$ cat config.mk
export PLATFORM = sky130hd
export DESIGN_NAME = xfc_top
export DESIGN_NICKNAME = d
export VERILOG_FILES = /design/src/rtl/xfc_pkg.sv /design/src/rtl/xfc_legal_check.sv /design/src/rtl/xfc_priv_check.sv /design/src/rtl/xfc_align_check.sv /design/src/rtl/xfc_out_reg.sv /design/src/rtl/xfc_top.sv
export SDC_FILE = /design/constraint.sdc
export NUM_CORES = 1
export LEC_CHECK = 0
export BUFFER_PORTS_ARGS = -buffer_cell sky130_fd_sc_hd__buf_4
export CAP_MARGIN = 30
export CORE_AREA = 2 2 42 44
export CTS_CLUSTER_DIAMETER = 30
export DETAILED_ROUTE_END_ITERATION = 10
export DIE_AREA = 0 0 44 46
export PLACE_DENSITY = 0.71
export REMOVE_ABC_BUFFERS = 1
export SYNTH_ARGS = -nofsm -noshare
export SYNTH_HDL_FRONTEND = slang
export SYNTH_SLANG_ARGS = --single-unit
$ cat constraint.sdc
create_clock -name clk -period 0.8 [get_ports clk]
set_input_delay 0.08 -clock clk [delete_from_list [all_inputs] [get_ports clk]]
set_output_delay 0.08 -clock clk [all_outputs]
set_load 0.1 [all_outputs]
$ cat src/rtl/xfc_pkg.sv
package xfc_pkg;
  localparam int FLAG_W  = 8;
  localparam int PPN_LSB = 10;

  localparam logic [1:0] KIND_FETCH = 2'b00;
  localparam logic [1:0] KIND_LOAD  = 2'b01;

  localparam logic [1:0] PRIV_USER  = 2'b00;
  localparam logic [1:0] PRIV_SUPER = 2'b01;

  localparam logic [1:0] PT_BASE = 2'b00;
  localparam logic [1:0] PT_MEGA = 2'b01;
  localparam logic [1:0] PT_RSVD = 2'b10;
  localparam logic [1:0] PT_GIGA = 2'b11;

  typedef enum logic [1:0] {
    CAUSE_NONE  = 2'b00,
    CAUSE_FETCH = 2'b01,
    CAUSE_LOAD  = 2'b10,
    CAUSE_STORE = 2'b11
  } cause_e;

  typedef struct packed {
    logic d;
    logic a;
    logic g;
    logic u;
    logic x;
    logic w;
    logic r;
    logic v;
  } flags_t;

  function automatic int seg_width(int levels);
    return (levels == 3) ? 9 : 10;
  endfunction

  function automatic int ppn_width(int levels);
    return (levels == 3) ? 44 : 22;
  endfunction
endpackage

$ cat src/rtl/xfc_legal_check.sv
module xfc_legal_check
  import xfc_pkg::*;
(
  input  logic       v,
  input  logic       r,
  input  logic       w,
  input  logic       x,
  input  logic       a,
  input  logic       d,
  input  logic [1:0] kind,
  input  logic       mxr,
  output logic       legal_fault
);
  logic is_fetch, is_load, is_store;
  logic bad_entry, bad_track, bad_right;

  always_comb begin
    is_fetch  = (kind == KIND_FETCH);
    is_load   = (kind == KIND_LOAD);
    is_store  = kind[1];
    bad_entry = ~v | (w & ~r);
    bad_track = ~a | (is_store & ~d);
    bad_right = (is_fetch & ~x) |
                (is_load  & ~(r | (mxr & x))) |
                (is_store & ~w);
    legal_fault = bad_entry | bad_track | bad_right;
  end
endmodule

$ cat src/rtl/xfc_priv_check.sv
module xfc_priv_check
  import xfc_pkg::*;
(
  input  logic       u,
  input  logic [1:0] kind,
  input  logic [1:0] priv,
  input  logic       sum,
  output logic       priv_fault
);
  logic user_mode, super_mode, is_fetch;

  always_comb begin
    user_mode  = (priv == PRIV_USER);
    super_mode = (priv == PRIV_SUPER);
    is_fetch   = (kind == KIND_FETCH);
    priv_fault = (user_mode & ~u) |
                 (super_mode & u & (is_fetch | ~sum));
  end
endmodule

$ cat src/rtl/xfc_align_check.sv
module xfc_align_check
  import xfc_pkg::*;
#(
  parameter int LEVELS = 3,
  localparam int SEG_W = seg_width(LEVELS),
  localparam int ALIGN_W = (LEVELS - 1) * SEG_W
) (
  input  logic [ALIGN_W-1:0] ppn_low,
  input  logic [1:0]         page_type,
  output logic               align_fault
);
  logic mega_bad;

  assign mega_bad = |ppn_low[SEG_W-1:0];

  generate
    if (LEVELS == 3) begin : g_three
      logic giga_bad;
      assign giga_bad = |ppn_low[2*SEG_W-1:0];
      always_comb begin
        unique case (page_type)
          PT_BASE: align_fault = 1'b0;
          PT_MEGA: align_fault = mega_bad;
          PT_GIGA: align_fault = giga_bad;
          default: align_fault = 1'b1;
        endcase
      end
    end else begin : g_two
      always_comb begin
        unique case (page_type)
          PT_BASE: align_fault = 1'b0;
          PT_MEGA: align_fault = mega_bad;
          PT_RSVD: align_fault = 1'b1;
          default: align_fault = 1'b1;
        endcase
      end
    end
  endgenerate
endmodule

$ cat src/rtl/xfc_out_reg.sv
module xfc_out_reg (
  input  logic       clk,
  input  logic       rst_n,
  input  logic       fault_d,
  input  logic [1:0] cause_d,
  output logic       fault_q,
  output logic [1:0] cause_q
);
  logic       fault_nx;
  logic [1:0] cause_nx;

  always_comb begin
    fault_nx = fault_d;
    cause_nx = fault_d ? cause_d : 2'b00;
  end

  always_ff @(posedge clk or negedge rst_n) begin
    if (!rst_n) begin
      fault_q <= 1'b0;
      cause_q <= 2'b00;
    end else begin
      fault_q <= fault_nx;
      cause_q <= cause_nx;
    end
  end
endmodule

$ cat src/rtl/xfc_top.sv
module xfc_top
  import xfc_pkg::*;
#(
  parameter int LEVELS = 3,
  localparam int PTE_W = (LEVELS == 3) ? 64 : 32
) (
  input  logic             clk,
  input  logic             rst_n,
  input  logic             hit,
  input  logic             req,
  input  logic [1:0]       kind,
  input  logic [1:0]       priv,
  input  logic             xlat_en,
  input  logic             sum,
  input  logic             mxr,
  input  logic [1:0]       page_type,
  input  logic [PTE_W-1:0] entry,
  output logic             fault,
  output logic [1:0]       cause
);
  localparam int SEG_W   = seg_width(LEVELS);
  localparam int ALIGN_W = (LEVELS - 1) * SEG_W;

  flags_t              flags;
  logic [ALIGN_W-1:0]  ppn_low;
  logic                legal_fault, priv_fault, align_fault;
  logic                checking, fault_d;
  logic [1:0]          cause_d;
  logic                unused_bits;

  assign flags   = flags_t'(entry[FLAG_W-1:0]);
  assign ppn_low = entry[PPN_LSB +: ALIGN_W];
  assign unused_bits = ^{entry[PTE_W-1:PPN_LSB+ALIGN_W], entry[PPN_LSB-1:FLAG_W], flags.g};

  xfc_legal_check u_legal (
    .v(flags.v), .r(flags.r), .w(flags.w), .x(flags.x),
    .a(flags.a), .d(flags.d),
    .kind(kind), .mxr(mxr),
    .legal_fault(legal_fault)
  );

  xfc_priv_check u_priv (
    .u(flags.u), .kind(kind), .priv(priv), .sum(sum),
    .priv_fault(priv_fault)
  );

  xfc_align_check #(.LEVELS(LEVELS)) u_align (
    .ppn_low(ppn_low), .page_type(page_type),
    .align_fault(align_fault)
  );

  always_comb begin
    checking = hit & req & xlat_en & ~priv[1];
    fault_d  = checking & (legal_fault | priv_fault | align_fault);
    if (kind == KIND_FETCH)     cause_d = CAUSE_FETCH;
    else if (kind == KIND_LOAD) cause_d = CAUSE_LOAD;
    else                        cause_d = CAUSE_STORE;
  end

  xfc_out_reg u_out (
    .clk(clk), .rst_n(rst_n),
    .fault_d(fault_d), .cause_d(cause_d),
    .fault_q(fault), .cause_q(cause)
  );
endmodule

### Word level (Yosys, flattened, before mapping)

Cells that the tools add are included.
W data, S select, Z words.

* bitwise logic cells: 34
* muxes and demuxes: 4
* eq/ne operators: 4
* reductions and logical operators: 5

Operator list (number)
* $reduce_or A18 Y1: 1
* $and A1 B1 Y1: 13
* $or A1 B1 Y1: 11
* $not A1 Y1: 10
* $reduce_or A9 Y1: 1
* $eq A2 B1 Y1 const B: 3
* $logic_not A2 Y1: 3
* $mux W2: 2
* $pmux W1 S3: 1
* $eq A2 B2 Y1 const B: 1
* $mux W1: 1

* bits of input ports: 77
* output and inout port bits: 3
* flip-flop bits (word level): 3

### Depth between registers and ports, before layout

* word-level depth: 11
* depth in mapped cells: 4
* gate-level depth less buffers: 4

### By module

Synthesis repeated with hierarchy kept, for this count alone.

* cells, all modules: 30
* area, all modules: 251.5 um2

By module, submodules not included
* xfc_out_reg: area an instance 87.6 um2, times used 1, cells an instance 5
* xfc_align_check: area an instance 65.1 um2, times used 1, cells an instance 9
* xfc_legal_check: area an instance 43.8 um2, times used 1, cells an instance 7
* xfc_top: area an instance 30.0 um2, times used 1, cells an instance 5
* xfc_priv_check: area an instance 25.0 um2, times used 1, cells an instance 4

### Worst setup path after synthesis

OpenSTA, ideal clock, no wires.

* kind: in2reg
* start: input entry[14]
* end: register u_out.cause_q[0]
* path slack: -0.452 ns
* path buffers: 0
* data arrival time: 1.120 ns
* cell stages on the path: 4
* path through: or4_4 > o41ai_2 > o211a_1 > a21oi_1

* longest elaborated chain between the ends: 5
* elaborated cells between the ends (all ways): 6
* those cells by class: mux: 2; bitwise: 2; reduce/logical: 2

Ends and longest elaborated chain
* start: declaration: line xfc_top.sv:17 `input logic [PTE_W-1:0] entry,`
* $reduce_or A18 Y1 or $reduce_or A9 Y1 (tied branches): line xfc_align_check.sv:19, xfc_align_check.sv:14
* $pmux W1 S3 (*): line xfc_align_check.sv:21 `unique case (page_type)`
* $or A1 B1 Y1 (*): line xfc_top.sv:54 `fault_d = checking & (legal_fault | priv_fault | align_fault);`
* $and A1 B1 Y1 (*): line xfc_top.sv:54
* $mux W2 (*): line xfc_out_reg.sv:14 `cause_nx = fault_d ? cause_d : 2'b00;`
* net u_out.cause_nx[0]: line xfc_out_reg.sv:10 `logic [1:0] cause_nx;`
* end signal: assignment: line xfc_out_reg.sv:23 `cause_q <= cause_nx;`
* end: declaration: line xfc_out_reg.sv:7 `output logic [1:0] cause_q`

Mark *: on every way through the listed nets, which the timed path passes. The rest lies on a longest branch.

### Final worst setup path

* start: input entry[18]
* end: register u_out.fault_q

* longest elaborated chain between the ends: 4
* elaborated cells between the ends (all ways): 5
* those cells by class: mux: 1; bitwise: 2; reduce/logical: 2

Ends and longest elaborated chain
* $reduce_or A18 Y1 or $reduce_or A9 Y1 (tied branches): line xfc_align_check.sv:19, xfc_align_check.sv:14
* $pmux W1 S3 (*): line xfc_align_check.sv:21
* $or A1 B1 Y1 (*): line xfc_top.sv:54
* $and A1 B1 Y1 (*): line xfc_top.sv:54
* net fault_d: line xfc_top.sv:27 `logic checking, fault_d;`
* end signal: assignment: line xfc_out_reg.sv:22 `fault_q <= fault_nx;`
* end: declaration: line xfc_out_reg.sv:6 `output logic fault_q,`

Marks and branches as above.

==> summary.md <==
| Metric | Value |
|---|---|
| Outcome | finished with violations |
| Failing checks | setup timing |
| Clock Pin Slew Worst Setup and Hold Paths | roughly 40 ps |
| Gr usage total | 0.106 |
| Vias | just over 400 |
| Post-synthesis cell type count | 21 |
| Area delta synth->final | 165% |
| WS Path Type | in -> reg |
| Number of CTS-inserted buffers | 3 |
| Die height | approximately 46 um |
| Die area | a little over 0.002 mm^2 |
| Post-DRT Antenna Nets | 0 |
| Initial drt markers | 3 |
| Fin crit share | 1.39 |
| Synthesis-stage register bit count | 3 |
| Post-Syn Instances | 30 |
| Top fanout value on the critical path | 3 |
| 1st-pass router iterations | 4 |
| Via/cell ratio | between 4 and 5 |
| RSZ-0062 raised after global routing | yes |
| Hold/Removal Path Class | in -> async |
| Largest net degree at the start of global routing | 6 |
| Final WS setup | -309 ps |
| Min Clock Period, post-route | 1110 ps |
| Routability cong. | around 0.68 |
| Number of global-route vias before repair | between 400 and 500 |
| Critical path arrival | between 1000 and 1500 ps |
| Power Density | ~1000 mW/mm^2 |
| Clock Tree Buf Depth | 2 |
| Pins Over Slew Limit | 0 |
| CTS root buf | clkbuf_4 |
| Sequential share of the synthesized area | 0.305 |
| Final wirelength | between 900 and 1000 um |
| Sink Count | 3 |
| Register Area | between 70 and 80 um^2 |
| Worst slew pin tran | around 310 ps |
| Footprint of the multi-input gates | roughly 170 um^2 |
| Required @ worst endpoint | ~900 ps |
| Final nets | approximately 160 |
| Yosys warnings | 0 |
| CTS tree | yes |
| CP endpoint kind | register |
| Initial antenna violation count | 0 |
| Avg Synthesized Cell Area | 8.22 um^2 |
| Critical Path End | u_out.fault_q$_DFF_PN0_ |
| PortBufs | 40 |
| VDD IR max | around 440 uV |
| Dpl cell area | just under 600 um^2 |
| # setup viols final | 6 |
| Cell area after synthesis | roughly 250 um^2 |
| DR WL/cell | about 10 um |
| Slew HR | 0.791 |
| Ratio of cells with drive above 1 in the final layout | 0.623 |
| # rows | 15 |
| ANT cells | 0 |
| Filler Cell Count | between 150 and 200 |
| Worst Setup SP | entry[18] |
| Util after Layout | 0.405 |
| IO Pins | 80 |
| Initial Utilization | 0.153 |
| Finished Cell Area | around 650 um^2 |
| First-pass GRT wire length | 1570 um |
| Pwr Total | between 600 and 700 uW |
| Gr ovfl total | 0 |
| Core area | ~0.0016 mm^2 |
| Chip Width | ~44 um |
| Startpoint Class | input pin |
| Fin. Hold Viols | 0 |
| Htree depth | 1 |
| Max cap viols | 0 |
| Pre-CTS WS | -651 ps |
| Fmax | approximately 0.9 GHz |
| P_leak | between 0.0003 and 0.0004 uW |
| Drc violations | 0 |
sequential cells by signal, summed over array words and instances (netlist names):
name,flops
u_out.fault_q,1
u_out.cause_q,2
kinds of logic (layout without fill, tap and decap cells):
logic type,after synthesis,count (layout),share of synthesized area
AO/OA/AOI/OAI,12,12,0.350
AND/OR/NAND/NOR,13,13,0.315
buffers and inverters,2,49,0.0305
flip-flops,3,3,0.305
Yosys cell counts:
cell       count  area share
o21ai_0        2       0.041
nor3_1         1       0.020
a31oi_1        1       0.025
or4_4          1       0.046
nand3_1        1       0.020
or3_1          1       0.025
a2bb2oi_1      1       0.036
inv_1          2       0.030
nor2_1         2       0.030
nor4_1         1       0.025
o41ai_2        1       0.066
o211a_1        1       0.041
o21ai_1        1       0.020
and4b_1        1       0.041
and2_1         1       0.025
a211oi_1       1       0.030
a21oi_1        3       0.061
a21boi_1       1       0.030
nand2_1        3       0.046
dfrtp_1        3        0.30
nor4b_1        1       0.036
repair_timing:
item,in CTS,in global routing
pin swaps,5,0
hold endpoints to repair,3,0
endpoints found under the setup margin,6,6
hold buffers,1,0
resized for setup,9,0
buffers inserted,0,0
how the worst min path moves through the flow:
stage | to
finish | u_out.cause_q[0]$_DFF_PN0_
global route | u_out.fault_q$_DFF_PN0_
CTS | u_out.cause_q[1]$_DFF_PN0_
detailed placement | u_out.cause_q[1]$_DFF_PN0_
global placement | u_out.cause_q[0]$_DFF_PN0_
floorplan | u_out.cause_q[0]$_DFF_PN0_
layout by cell type (no fill, tap or decap), types with 2 or more instances in the layout:
master | synthesis | routed
clkbuf_4 | 0 | 3
inv_1 | 2 | 2
nor2_1 | 2 | 2
buf_4 | 0 | 37
o21ai_0 | 2 | 2
nand2_1 | 3 | 3
buf_6 | 0 | 2
buf_8 | 0 | 3
a21oi_1 | 3 | 2
dfrtp_1 | 3 | 3
layer usage:
layer,up-vias,track usage,part of all wire
li1,210,-,-
met1,178,0.104,0.35
met2,23,0.212,0.55
met3,2,0.0159,0.088
met4,0,0.0545,0.018
met5,-,0,0
metrics by stage:
step	TNS (ps)	cells	hold WS [ps]
2_1_floorplan	-1840	30	-216
3_3_place_gp	-1820	89	-131
3_5_place_dp	-1930	89	-129
4_1_cts	-1150	94	166
5_1_grt	-1310	94	174
6_report	-1110	94	173
layout make-up:
type | instances | area share
Clock buffer | 4 | 0.0402
Inverter | 2 | 0.0115
Multi-Input combinational cell | 25 | 0.257
Sequential cell | 3 | 0.115
Tap cell | 17 | 0.0326
Timing Repair Buffer | 43 | 0.544
critical path, cell delays in order:
cell      delay [ps]
buf_6             90
or4_4            520
o41ai_2          220
o211a_1          230
a21boi_1          70
power breakdown:
part	switching [uW]	total (uW)	internal (uW)
combinational	85.5	245	159
clock	83.7	271	187
sequential	2.38	159	156
total	171	674	503
No activity file was read; power rests on OpenSTA's default activity.
